`src/rtl/clkg_pkg.sv`:
```
package clkg_pkg;

  typedef enum logic [1:0] {
    LK_LOCKED = 2'd0,
    LK_KEY1   = 2'd1,
    LK_OPEN   = 2'd2
  } lockSt_t;

  typedef struct packed {
    logic ctrlCommit;
    logic divWrite;
  } regStrobe_t;

endpackage

```
`src/rtl/clkg_ctrl.sv`:
```
module clkg_ctrl
  import clkg_pkg::*;
#(
  parameter int ADDR_W = 4,
  parameter int DATA_W = 8,
  parameter logic [ADDR_W-1:0] CTRL_ADDR = '0,
  parameter logic [ADDR_W-1:0] DIV_ADDR = ADDR_W'(1),
  parameter logic [DATA_W-1:0] KEY_A = DATA_W'(8'hE7),
  parameter logic [DATA_W-1:0] KEY_B = DATA_W'(8'h18)
) (
  input  logic              clk,
  input  logic              rstN,
  input  logic [ADDR_W-1:0] busAddr,
  input  logic              busWe,
  input  logic [DATA_W-1:0] busWdata,
  output regStrobe_t        strobe,
  output lockSt_t           lockState
);

  logic    hitCtrl;
  lockSt_t nextState;

  assign hitCtrl = busWe && (busAddr == CTRL_ADDR);

  always_comb begin
    nextState = lockState;
    if (hitCtrl) begin
      unique case (lockState)
        LK_LOCKED: nextState = (busWdata == KEY_A) ? LK_KEY1 : LK_LOCKED;
        LK_KEY1: begin
          if (busWdata == KEY_B)      nextState = LK_OPEN;
          else if (busWdata == KEY_A) nextState = LK_KEY1;
          else                        nextState = LK_LOCKED;
        end
        LK_OPEN:   nextState = LK_LOCKED;
        default:   nextState = LK_LOCKED;
      endcase
    end
  end

  always_ff @(posedge clk) begin
    if (!rstN) lockState <= LK_LOCKED;
    else       lockState <= nextState;
  end

  assign strobe.ctrlCommit = hitCtrl && (lockState == LK_OPEN);
  assign strobe.divWrite   = busWe && (busAddr == DIV_ADDR);

endmodule

```
`src/rtl/clkg_data.sv`:
```
module clkg_data
  import clkg_pkg::*;
#(
  parameter int ADDR_W = 4,
  parameter int DATA_W = 8,
  parameter logic [ADDR_W-1:0] CTRL_ADDR = '0,
  parameter logic [ADDR_W-1:0] DIV_ADDR = ADDR_W'(1),
  parameter logic [DATA_W-1:0] DIV_LP_PRESET = DATA_W'(8'h08)
) (
  input  logic              clk,
  input  logic              rstN,
  input  logic              lowPwrRstOff,
  input  logic [ADDR_W-1:0] busAddr,
  input  logic [DATA_W-1:0] busWdata,
  input  regStrobe_t        strobe,
  output logic [DATA_W-1:0] busRdata,
  output logic [DATA_W-1:0] ctrlValue,
  output logic [DATA_W-1:0] divValue,
  output logic              failDetectEn,
  output logic              commitPulse
);

  // Control byte field positions
  localparam int INT_EN_BIT   = 2;
  localparam int FLASH_LP_BIT = 5;
  localparam int FAIL_DET_BIT = 6;
  localparam int RSVD_BIT     = 7;

  localparam logic [DATA_W-1:0] CTRL_BASE  = DATA_W'(1) << INT_EN_BIT;
  localparam logic [DATA_W-1:0] CTRL_LP    = CTRL_BASE | (DATA_W'(1) << FLASH_LP_BIT);
  localparam logic [DATA_W-1:0] WRITE_MASK = ~(DATA_W'(1) << RSVD_BIT);

  logic lpActive;
  assign lpActive = !lowPwrRstOff;

  always_ff @(posedge clk) begin
    if (!rstN) begin
      ctrlValue   <= lpActive ? CTRL_LP : CTRL_BASE;
      divValue    <= lpActive ? DIV_LP_PRESET : '0;
      commitPulse <= 1'b0;
    end else begin
      if (strobe.ctrlCommit) ctrlValue <= busWdata & WRITE_MASK;
      if (strobe.divWrite)   divValue  <= busWdata;
      commitPulse <= strobe.ctrlCommit;
    end
  end

  always_comb begin
    if (busAddr == CTRL_ADDR)     busRdata = ctrlValue;
    else if (busAddr == DIV_ADDR) busRdata = divValue;
    else                          busRdata = '0;
  end

  assign failDetectEn = ctrlValue[FAIL_DET_BIT];

endmodule

```
`src/rtl/clk_guard_reg.sv`:
```
module clk_guard_reg
  import clkg_pkg::*;
#(
  parameter int ADDR_W = 4,
  parameter int DATA_W = 8,
  parameter logic [ADDR_W-1:0] CTRL_ADDR = '0,
  parameter logic [ADDR_W-1:0] DIV_ADDR = ADDR_W'(1),
  parameter logic [DATA_W-1:0] KEY_A = DATA_W'(8'hE7),
  parameter logic [DATA_W-1:0] KEY_B = DATA_W'(8'h18),
  parameter logic [DATA_W-1:0] DIV_LP_PRESET = DATA_W'(8'h08)
) (
  input  logic              clk,
  input  logic              rstN,
  input  logic              lowPwrRstOff,
  input  logic [ADDR_W-1:0] busAddr,
  input  logic              busWe,
  input  logic [DATA_W-1:0] busWdata,
  output logic [DATA_W-1:0] busRdata,
  output logic [DATA_W-1:0] ctrlValue,
  output logic [DATA_W-1:0] divValue,
  output logic              failDetectEn,
  output logic              commitPulse,
  output logic [1:0]        lockState
);

  regStrobe_t strobe;
  lockSt_t    lockSt;

  clkg_ctrl #(
    .ADDR_W(ADDR_W), .DATA_W(DATA_W), .CTRL_ADDR(CTRL_ADDR),
    .DIV_ADDR(DIV_ADDR), .KEY_A(KEY_A), .KEY_B(KEY_B)
  ) u_ctrl (
    .clk(clk), .rstN(rstN), .busAddr(busAddr), .busWe(busWe),
    .busWdata(busWdata), .strobe(strobe), .lockState(lockSt)
  );

  clkg_data #(
    .ADDR_W(ADDR_W), .DATA_W(DATA_W), .CTRL_ADDR(CTRL_ADDR),
    .DIV_ADDR(DIV_ADDR), .DIV_LP_PRESET(DIV_LP_PRESET)
  ) u_data (
    .clk(clk), .rstN(rstN), .lowPwrRstOff(lowPwrRstOff), .busAddr(busAddr),
    .busWdata(busWdata), .strobe(strobe), .busRdata(busRdata),
    .ctrlValue(ctrlValue), .divValue(divValue), .failDetectEn(failDetectEn),
    .commitPulse(commitPulse)
  );

  assign lockState = lockSt;

endmodule

```
`config.mk`:
```
export PLATFORM = sky130hd
export DESIGN_NAME = clk_guard_reg
export DESIGN_NICKNAME = d
export VERILOG_FILES = /design/src/rtl/clkg_pkg.sv /design/src/rtl/clkg_ctrl.sv /design/src/rtl/clkg_data.sv /design/src/rtl/clk_guard_reg.sv
export SDC_FILE = /design/constraint.sdc
export NUM_CORES = 1
export LEC_CHECK = 0
export BUFFER_PORTS_ARGS = -buffer_cell sky130_fd_sc_hd__clkbuf_2
export CAP_MARGIN = 25
export CORE_ASPECT_RATIO = 1.1
export CORE_MARGIN = 1.5
export CORE_UTILIZATION = 44
export DETAILED_ROUTE_END_ITERATION = 10
export PLACE_DENSITY = 0.77
export SYNTH_ARGS = -nofsm -noshare
export SYNTH_HDL_FRONTEND = slang
export SYNTH_HIERARCHICAL = 1
export SYNTH_SLANG_ARGS = --single-unit
```
`constraint.sdc`:
```
create_clock -name clk -period 1.8 [get_ports clk]
set_clock_uncertainty 0.1 [all_clocks]
set_input_delay 0.36 -clock clk [delete_from_list [all_inputs] [get_ports clk]]
set_output_delay 0.36 -clock clk [all_outputs]
set_load 0.02 [all_outputs]
```
-- Word level (Yosys, flattened, before mapping)
Cells that the tools add are included.
- reductions and logical operators: 5
- eq/ne operators: 7
- muxes and demuxes: 11
- operators with widths (kind ; number):
    2-to-1 mux 8 bit ; 6
    == test 8 x 5 -> 1 bit, second input constant ; 1
    == test 8 bit, second input constant ; 1
    2-to-1 mux 6 bit ; 1
    == test 4 x 1 -> 1 bit, second input constant ; 1
    zero test 4 bit ; 1
    2-to-1 mux 4 bit ; 1
    inequality test 2 x 1 -> 1 bit, second input constant ; 2
    one-hot mux 2 bit (2 select lines) ; 1
    logical AND 1 bit ; 3
    == test 2 x 1 -> 1 bit, second input constant ; 1
    == test 2 bit, second input constant ; 1
    zero test 2 bit ; 1
    2-to-1 mux 2 bit ; 1
    2-to-1 mux 1 bit ; 1
- flip-flop bits (word level): 19
- input port bits: 16
- word-level logic and storage cells: 27
- output and inout bits: 28

-- Depth between registers and ports, before layout
Gate-level depths: netlist of the first run.
- depth after elaboration: 5
- depth in mapped cells: 4
- gate-level depth less buffers: 4

-- By module
The synthesis of the first run kept the hierarchy.
- by module, submodules not included (module ; cells an instance ; times used ; area an instance (sq um) ; sequential area each (sq um)):
    clkg_data ; 53 ; 1 ; 714.4 ; 470.5
    clkg_ctrl ; 18 ; 1 ; 181.4 ; 40.0

-- Worst setup path before layout of the first run
OpenSTA, ideal clock, no wires.
- kind: in2reg
- start point: input port busAddr[1]
- end point: register u_data.ctrlValue[0] (enable)
- stages on the path: 4
- data arrival time: 1.213 ns
- slack: 0.159 ns
- setup time: 0.328 ns
- path buffers: 0
- required time: 1.372 ns
- path through: nor4b_4 > nand2_2 > nor3b_2 > nand2b_1
- RTL lines (item ; line ; text):
    start, declared ; clk_guard_reg.sv:15 ; input logic [ADDR_W-1:0] busAddr,
    end signal, assigned ; clkg_data.sv:38 ; ctrlValue <= lpActive ? CTRL_LP : CTRL_BASE;
    end signal, assigned ; clkg_data.sv:42 ; if (strobe.ctrlCommit) ctrlValue <= busWdata & WRITE_MASK;
    end, declared ; clkg_data.sv:17 ; output logic [DATA_W-1:0] ctrlValue,

-- Final worst setup path of the first run
- start point: input port busAddr[1]
- end point: output port busRdata[2]
- word-level cells in the longest chain between the ends: 3
- elaborated cells on any way between the ends: 4
- classes of those cells: 1 x eq/ne; 2 x mux; 1 x reduce/logical
- RTL lines (item ; line ; text):
    == test 4 x 1 -> 1 bit ; clkg_data.sv:50 ; else if (busAddr == DIV_ADDR) busRdata = divValue;
    2-to-1 mux 8 bit ; clkg_data.sv:50 ;
    2-to-1 mux 8 bit (*) ; clkg_data.sv:49 ; if (busAddr == CTRL_ADDR) busRdata = ctrlValue;
    end, declared ; clk_guard_reg.sv:18 ; output logic [DATA_W-1:0] busRdata,
Every way passes the cells marked *; elsewhere a longest branch is shown, timed or not.

==> metrics.cfg, run 1 <==
[layout]
drive_gt1_frac = 0.483
layout_common_cells = clkbuf_2 (42), edfxtp_1 (15), and2_1 (9)
final_core_util = 0.643
syn_to_final_growth_pct = 32.1
final_common_cell = clkbuf_2
num-nets-final = 133
diodes = 0

[critical_path]
r2r_start = u_ctrl/lockState[1]
cp_cell_sequence = clkbuf_2 -> or3_4 -> nor2_1 -> clkbuf_2
cp-end-kind = output port
cp_slowest_cell = or3_4
cp_common_cell = clkbuf_2
critical_path_class = in2out
worstPathRequired_ns = 1.34
critPathMaxFanout = 8
worstPathArrival_ns = 1.20
r2r-end = u_data/ctrlValue[2]
worst_setup_path_start_kind = primary input
slowest_delay_ns = 0.44
r2r_slack_ns = 0.38
r2r_cells = 2

[synthesis]
yosysSeqAreaShare = 0.570
synth_nets = 87
netlist_area_sq_um = 896
yosys_warnings = 6
ys_ff_latch = 18
netlist_instances = 71
avgSynthCellArea_sq_um = 12.6
synthDistinctLibCells = 27

[timing]
slew_viol_final = 0
rsz0062_at_grt = no
final-hold-violation-count = 0
fin_crit_ns = 1.66
layout_setup_ws_ns = 0.136
setup_viol = 0
max_freq_ghz = 0.601
timing.final.crit_share = 0.924

[die]
chipHeight_um = 50.3
die-area_sq_um = 2320
die_w_um = 46.0
fp.coreArea_sq_um = 1840
start_util = 0.486
rows = 16
io_pins = 44

[cts]
cts_hold_buffers = 0
ctsHtreeMaxLevel = 1
cts_made_buffers = 3
clockBufferDepth = 2
numClockSinks = 18
cts_resized = 0
clk_latency_ns = 0.28
cts_setup_buffers = 0
clk_pin_slew_ns = 0.10
cts_tree = built
cts-root-buf = clkbuf_4

[global_route]
grt_max_degree = 18
grt_pass1_vias = 695
grtUsageTotal = 0.189
globalRouteOverflowTotal = 0
grt_antenna_before_repair = 0
grt_pass1_wl_um = 3130

[placement]
place_hpwl_um = 1470
dp_slack_ns = -0.0818
port_buffers = 42
gp_congestion = 0.741

[route]
via_per_inst = 4.87
drc = 0
vias = 696
antenna_left = 0
drt-total-wl_um = 1900
detail_route.iter0.violations = 8
post_drt_wl_per_cell_um = 13.3
detail_route.first_pass.iterations = 4

[power]
powerDensity_nw_per_um2 = 772
leakage_uw = 0.000548
ir_drop_mv = 0.542

[min_path]
holdPathEnd = u_ctrl/lockState[0]
hp-class = in2reg
worst_hold_startpoint = busWdata[5]
holdPathStages = 3

[run]
maxCapViolCount = 0

[status]
outcome = completed

==> critical path, delay by kind of cell <==
kind | cells | cell delay, ns
buf+inv | 2 | 0.28
simple gates | 2 | 0.56
==> logic make-up after synthesis <==
group	Yosys count	share of synthesized area
buffers and inverters	6	0.0433
other	1	0.00419
muxes	8	0.0894
and+or+nand+nor	34	0.257
DFF	18	0.570
AOI/OAI and AO/OA	4	0.0363
==> Yosys cell counts (all sizes together) <==
library cell,count,area [sq um]
or3,1,11.3
o21bai,2,15.0
a21boi,1,7.51
inv,1,3.75
dfxtp,3,60.1
clkbuf,1,3.75
and2,10,63.8
edfxtp,15,450
nand2,3,13.8
nor4b,2,32.5
and4b,1,10.0
nor4,1,6.26
nor3b,1,12.5
and3b,1,8.76
nand2b,3,18.8
nor4bb,1,10.0
conb,1,3.75
nand4,2,12.5
nor2,8,30.0
a21bo,1,10.0
buf,4,31.3
mux2i,8,80.1
==> how the worst max path moves through the flow <==
stage               start                  end  slack (ns)
2_1_floorplan  busAddr[1]  u_data/ctrlValue[0]        0.16
3_3_place_gp   busAddr[1]  u_data/ctrlValue[6]       0.004
3_5_place_dp   busAddr[1]  u_data/ctrlValue[6]       -0.08
4_1_cts        busAddr[1]          busRdata[2]        0.12
5_1_grt        busAddr[1]          busRdata[5]        0.08
6_report       busAddr[1]          busRdata[2]        0.14
==> through the flow <==
step / setup TNS, ns / instance area, sq um / hold WS (ns) / total power, uW / instances
after detailed placement: -0.571 / 1150 / 0.397 / 682 / 139
after global routing: 0 / 1180 / 0.243 / 956 / 143
after floorplan: 0 / 896 / 0.409 / 610 / 71
final: 0 / 1180 / 0.225 / 914 / 143
after global placement: 0 / 1150 / 0.394 / 675 / 139
after CTS: 0 / 1180 / 0.218 / 921 / 143
==> cell type report <==
type                    count  area [sq um]
repair buffers             46           253
clock buffers               4          36.3
well taps                  27          33.8
multi-input cells          47           347
inverters                   1          3.75
flip-flops and latches     18           510
fillers                   159           658
==> power breakdown <==
part / switching (uW) / internal, uW
registers: 14.8 / 484
logic: 106 / 66.3
clock network: 120 / 123
total: 241 / 674
==> sequential cells by signal, indices dropped and copies added, names as in the netlist <==
signal              flops
u_ctrl/lockState        2
u_data/commitPulse      1
u_data/ctrlValue        7
u_data/divValue         8
==> routing by layer <==
metal  wire [um]  track usage
met2        1040        0.340
met3          93       0.0252
met1         754        0.213
met5           0            0
met4          14       0.0762
No activity file was read; power rests on OpenSTA's default activity.
==> inputs of run 2 (changes only) <==
--- a/config.mk
+++ b/config.mk
@@ -8,10 +8,9 @@
 export BUFFER_PORTS_ARGS = -buffer_cell sky130_fd_sc_hd__clkbuf_2
 export CAP_MARGIN = 25
 export CORE_ASPECT_RATIO = 1.1
-export CORE_MARGIN = 1.5
 export CORE_UTILIZATION = 44
 export DETAILED_ROUTE_END_ITERATION = 10
-export PLACE_DENSITY = 0.77
+export PLACE_DENSITY_LB_ADDON = 0.12
 export SYNTH_ARGS = -nofsm -noshare
 export SYNTH_HDL_FRONTEND = slang
 export SYNTH_HIERARCHICAL = 1
==> run 2 against run 1 <==
Net effect:
- largest power group unchanged
- flip-flop and latch count did not move
- cell count stayed put
- first-iteration DRC count is the same
==> metrics.cfg, run 2 (synthesized netlist as in run 1, its figures left out) <==
[status]
outcome = completed

[power]
p_seq_frac = 0.544  ; -0.002
leakage_uw = 0.000548  ; unchanged
comb_power_share = 0.186  ; -0.002
p_switching_uw = 245  ; +1.9%
p_clk_frac = 0.270  ; +0.004
switching_share = 0.267  ; +0.00365
ir_drop_mv = 0.512  ; -5.6%
powerDensity_nw_per_um2 = 776  ; +0.52%
p_int_uw = 674  ; about the same

[critical_path]
worstPathRequired_ns = 1.34  ; about the same
r2r-end = u_data/ctrlValue[0]
critPathMaxFanout = 8  ; unchanged
critical_path_class = in2out
r2r_start = u_ctrl/lockState[1]
r2r_cells = 2  ; unchanged
r2r_slack_ns = 0.41  ; +0.03 ns
cp-end-kind = output port
worst_setup_path_start_kind = primary input
worstPathArrival_ns = 1.21  ; about the same

[route]
vias = 702  ; +0.86%
antenna_left = 0  ; unchanged
post_drt_wl_per_cell_um = 12.8  ; -3.2%
drt-total-wl_um = 1840  ; -3.2%
via_per_inst = 4.91  ; +0.86%
detail_route.iter0.violations = 8  ; unchanged
drc = 0  ; unchanged
detail_route.first_pass.iterations = 4  ; unchanged

[die]
fp.coreArea_sq_um = 1840  ; unchanged
die-area_sq_um = 2220  ; -4.1%
io_pins = 44  ; unchanged
die_w_um = 45.0  ; -2.2%
rows = 16  ; unchanged
chipHeight_um = 49.3  ; -2.0%
start_util = 0.486  ; unchanged

[layout]
final_core_util = 0.643  ; unchanged
layout_common_cells = clkbuf_2 (42), edfxtp_1 (15), and2_1 (9)
stdcell_area_sq_um = 1180  ; unchanged
final_common_cell = clkbuf_2
regMostFlops = u_data/divValue
largest_reg_flops = 8  ; unchanged
drive_gt1_frac = 0.483  ; unchanged
num-nets-final = 133  ; unchanged
diodes = 0  ; unchanged
reg.largest.list = u_data/divValue (8), u_data/ctrlValue (7), u_ctrl/lockState (2)
fill_cells = 160  ; +0.63%
syn_to_final_growth_pct = 32.1  ; unchanged

[global_route]
grt_antenna_before_repair = 0  ; unchanged
globalRouteOverflowTotal = 0  ; unchanged
grt_pass1_vias = 705  ; +1.4%
grtUsageTotal = 0.187  ; -0.00192
grt_max_degree = 18  ; unchanged
grt_pass1_wl_um = 3020  ; -3.5%

[cts]
clockBufferDepth = 2  ; unchanged
clk_pin_slew_ns = 0.11  ; about the same
cts_hold_buffers = 0  ; unchanged
cts_tree = built
cts_resized = 0  ; unchanged
ctsHtreeMaxLevel = 1  ; unchanged
cts_setup_buffers = 0  ; unchanged
clk_latency_ns = 0.29  ; about the same
cts_made_buffers = 3  ; unchanged
numClockSinks = 18  ; unchanged
cts-root-buf = clkbuf_4

[min_path]
holdPathStages = 3  ; unchanged
hp-class = in2reg
worst_hold_startpoint = busWdata[5]
holdPathEnd = u_ctrl/lockState[0]

[timing]
final.setup.tns_ns = 0  ; unchanged
holdWs_ns = 0.245  ; +0.0199 ns
layout_setup_ws_ns = 0.132  ; -0.00397 ns
max_freq_ghz = 0.600  ; -0.24%
final-hold-violation-count = 0  ; unchanged
slew_viol_final = 0  ; unchanged
rsz0062_at_grt = no
fin_crit_ns = 1.67  ; +0.00397 ns
timing.final.crit_share = 0.926  ; +0.00221
setup_viol = 0  ; unchanged

[placement]
dp_slack_ns = -0.0447  ; +0.0371 ns
place_area_sq_um = 1150  ; unchanged
place_hpwl_um = 1450  ; -1.6%
gp_congestion = 0.761  ; +2.7%
port_buffers = 42  ; unchanged

[run]
maxCapViolCount = 0  ; unchanged

run 2: cell counts in the layout (fill, tap and decap cells not counted):
Identical to the previous run, type by type.
run 2: metal layers:
layer / share of wire / vias to the layer above / track usage
met4: 0.0065 / 0 / 0.0960
li1: - / 343 / -
met1: 0.40 / 328 / 0.200
met5: 0 / - / 0
met2: 0.54 / 29 / 0.341
met3: 0.056 / 2 / 0.0222
run 2: how the worst max path moves through the flow:
stage / cells after the start / endpoint / startpoint / slack (ns)
after floorplan: 4 / u_data/ctrlValue[0] / busAddr[1] / 0.16
after global placement: 5 / u_data/ctrlValue[6] / busAddr[1] / -0.004
after detailed placement: 5 / u_data/ctrlValue[0] / busAddr[1] / -0.04
after CTS: 4 / busRdata[1] / busAddr[1] / 0.12
after global routing: 4 / busRdata[5] / busAddr[1] / 0.07
final: 4 / busRdata[1] / busAddr[1] / 0.13
run 2: area by class of cell:
type | count | area [sq um] | share of cell area
Clock buffer | 4 | 36.3 | 0.0307
Inverter | 1 | 3.75 | 0.00317
Multi-Input combinational cell | 47 | 347 | 0.293
Sequential cell | 18 | 510 | 0.431
Tap cell | 27 | 33.8 | 0.0285
Timing Repair Buffer | 46 | 253 | 0.214
run 2: power by group through the flow:
stage	Clock, uW	Sequential, uW	Combinational (uW)
3_5_place_dp	0	510	171
5_1_grt	266	504	185
3_3_place_gp	0	507	169
4_1_cts	253	501	173
6_report	248	500	171
2_1_floorplan	0	545	64.8
run 2: stage by stage:
| stage | instances | total power [uW] |
|---|---|---|
| 2_1_floorplan | 71 | 610 |
| 3_3_place_gp | 139 | 675 |
| 3_5_place_dp | 139 | 682 |
| 4_1_cts | 143 | 926 |
| 5_1_grt | 143 | 956 |
| 6_report | 143 | 919 |
run 2: critical path: stages:
cell and delay [ns]:
clkbuf_2 0.11, or3_4 0.44, nor2_1 0.12, clkbuf_2 0.18
==> inputs of run 3 (changes only) <==
--- a/config.mk
+++ b/config.mk
@@ -9,6 +9,7 @@
 export CAP_MARGIN = 25
 export CORE_ASPECT_RATIO = 1.1
 export CORE_UTILIZATION = 44
+export CTS_BUF_LIST = sky130_fd_sc_hd__clkbuf_16
 export DETAILED_ROUTE_END_ITERATION = 10
 export PLACE_DENSITY_LB_ADDON = 0.12
 export SYNTH_ARGS = -nofsm -noshare
==> run 3 against run 2 <==
Net effect:
- combinational power about the same
- first-iteration DRC count increased by 140%
- non-clock buffer count did not move
- core utilization grew 2.3 points
==> metrics.cfg, run 3 (synthesized netlist as in run 1, its figures left out) <==
[status]
outcome = completed

[route]
detail_route.iter0.violations = 19  ; +11
vias = 706  ; +0.57%
antenna_left = 0  ; unchanged
drc = 0  ; unchanged
via_per_inst = 4.94  ; +0.57%
drt-total-wl_um = 1860  ; +1.1%
detail_route.first_pass.iterations = 3  ; -1
post_drt_wl_per_cell_um = 13.0  ; +1.1%

[power]
leakage_uw = 0.000566  ; +3.2%
powerDensity_nw_per_um2 = 908  ; +17%
ir_drop_mv = 0.585  ; +14%

[cts]
cts-root-buf = clkbuf_16
cts_resized = 0  ; unchanged
clk_pin_slew_ns = 0.05  ; -0.06 ns
cts_setup_buffers = 0  ; unchanged
cts_made_buffers = 3  ; unchanged
cts_tree = built
clk_latency_ns = 0.25  ; -0.04 ns
clockBufferDepth = 2  ; unchanged
cts_hold_buffers = 0  ; unchanged
ctsHtreeMaxLevel = 1  ; unchanged
numClockSinks = 18  ; unchanged

[timing]
holdWs_ns = 0.300  ; +0.0557 ns
timing.final.crit_share = 0.926  ; about the same
setup_viol = 0  ; unchanged
fin_crit_ns = 1.67  ; -0.00100 ns
final-hold-violation-count = 0  ; unchanged
max_freq_ghz = 0.600  ; about the same
slew_viol_final = 0  ; unchanged
rsz0062_at_grt = no

[die]
fp.coreArea_sq_um = 1840  ; unchanged
rows = 16  ; unchanged
die_w_um = 45.0  ; unchanged
start_util = 0.486  ; unchanged
io_pins = 44  ; unchanged
chipHeight_um = 49.3  ; unchanged
die-area_sq_um = 2220  ; unchanged

[critical_path]
r2r_slack_ns = 0.40  ; about the same
cp_common_cell = clkbuf_2
worstPathArrival_ns = 1.21  ; about the same
worst_setup_path_start_kind = primary input
worstPathRequired_ns = 1.34  ; about the same
cp_slowest_cell = or3_4
cp-end-kind = output port
r2r_start = u_ctrl/lockState[1]
critical_path_class = in2out
crit_cells = 4  ; unchanged
r2r_cells = 2  ; unchanged
slowest_delay_ns = 0.44  ; about the same
cp_cell_sequence = clkbuf_2 -> or3_4 -> nor2_1 -> clkbuf_2
crit_family = simple AND/OR/NAND/NOR gates
r2r-end = u_data/ctrlValue[4]
path_buf_inv = 2  ; unchanged
critPathMaxFanout = 8  ; unchanged

[global_route]
grt_pass1_vias = 693  ; -1.7%
grt_pass1_wl_um = 2970  ; -1.6%
grtUsageTotal = 0.188  ; +0.000750
grt_antenna_before_repair = 0  ; unchanged
grt_max_degree = 18  ; unchanged
globalRouteOverflowTotal = 0  ; unchanged

[layout]
stdcell_area_sq_um = 1230  ; +3.6%
regMostFlops = u_data/divValue
largest_reg_flops = 8  ; unchanged
layout_common_cells = clkbuf_2 (42), edfxtp_1 (15), and2_1 (9)
num-nets-final = 133  ; unchanged
syn_to_final_growth_pct = 36.9
drive_gt1_frac = 0.474  ; -0.00862
fill_cells = 153  ; -4.4%
diodes = 0  ; unchanged
final_common_cell = clkbuf_2
reg.largest.list = u_data/divValue (8), u_data/ctrlValue (7), u_ctrl/lockState (2)

[min_path]
holdPathEnd = u_ctrl/lockState[0]
holdPathStages = 3  ; unchanged
hp-class = in2reg
worst_hold_startpoint = busWdata[5]

[placement]
port_buffers = 42  ; unchanged
place_hpwl_um = 1450  ; unchanged
place_area_sq_um = 1150  ; unchanged
gp_congestion = 0.761  ; unchanged

[run]
maxCapViolCount = 0  ; unchanged

run 3: cell types whose count changed in the layout (fill, tap and decap cells not counted):
cell,delta
clkbuf_16,+3
clkbuf_4,-3
clkinv_1,+1
clkbuf_8,-1
run 3: how the worst max path moves through the flow:
stage	start	to	slack, ns
3_5_place_dp	busAddr[1]	u_data/ctrlValue[0]	-0.04
6_report	busAddr[1]	busRdata[1]	0.13
3_3_place_gp	busAddr[1]	u_data/ctrlValue[6]	-0.004
2_1_floorplan	busAddr[1]	u_data/ctrlValue[0]	0.16
5_1_grt	busAddr[1]	busRdata[5]	0.07
4_1_cts	busAddr[1]	busRdata[1]	0.12
run 3: area by class of cell:
cell class,count,area (sq um),share of cell area
Timing Repair Buffer,46,253,0.206
Multi-Input combinational cell,47,347,0.283
Clock inverter,1,3.75,0.00306
Inverter,1,3.75,0.00306
Clock buffer,3,75.1,0.0612
Tap cell,27,33.8,0.0276
Sequential cell,18,510,0.416
run 3: power breakdown:
group          internal [uW]  total, uW  leakage, uW  switching (uW)
Sequential               486        502     0.000170            15.6
Combinational           66.2        172     0.000358             105
Clock                    295        441    0.0000385             146
run 3: metrics by stage:
| stage | std cells | setup TNS [ns] | power (uW) | setup WS [ns] | utilization |
|---|---|---|---|---|---|
| 4_1_cts | 143 | 0 | 1120 | 0.121 | 0.666 |
| 5_1_grt | 143 | 0 | 1150 | 0.0737 | 0.666 |
| 2_1_floorplan | 71 | 0 | 610 | 0.159 | - |
| 3_3_place_gp | 139 | -0.0270 | 675 | -0.00394 | 0.623 |
| 6_report | 143 | 0 | 1110 | 0.133 | 0.666 |
| 3_5_place_dp | 139 | -0.312 | 682 | -0.0447 | 0.623 |
run 3: layer usage:
metal	track usage	vias to the layer above	wire length (um)
li1	-	344	-
met1	0.197	331	782
met2	0.331	27	958
met3	0.0333	4	88
met4	0.111	0	28
met5	0	-	0
run 3: worst min-delay path, delay by kind of cell:
kind / cells / cell delay, ns
mux: 1 / 0.07
simple gates: 1 / 0.07
buf+inv: 1 / 0.10
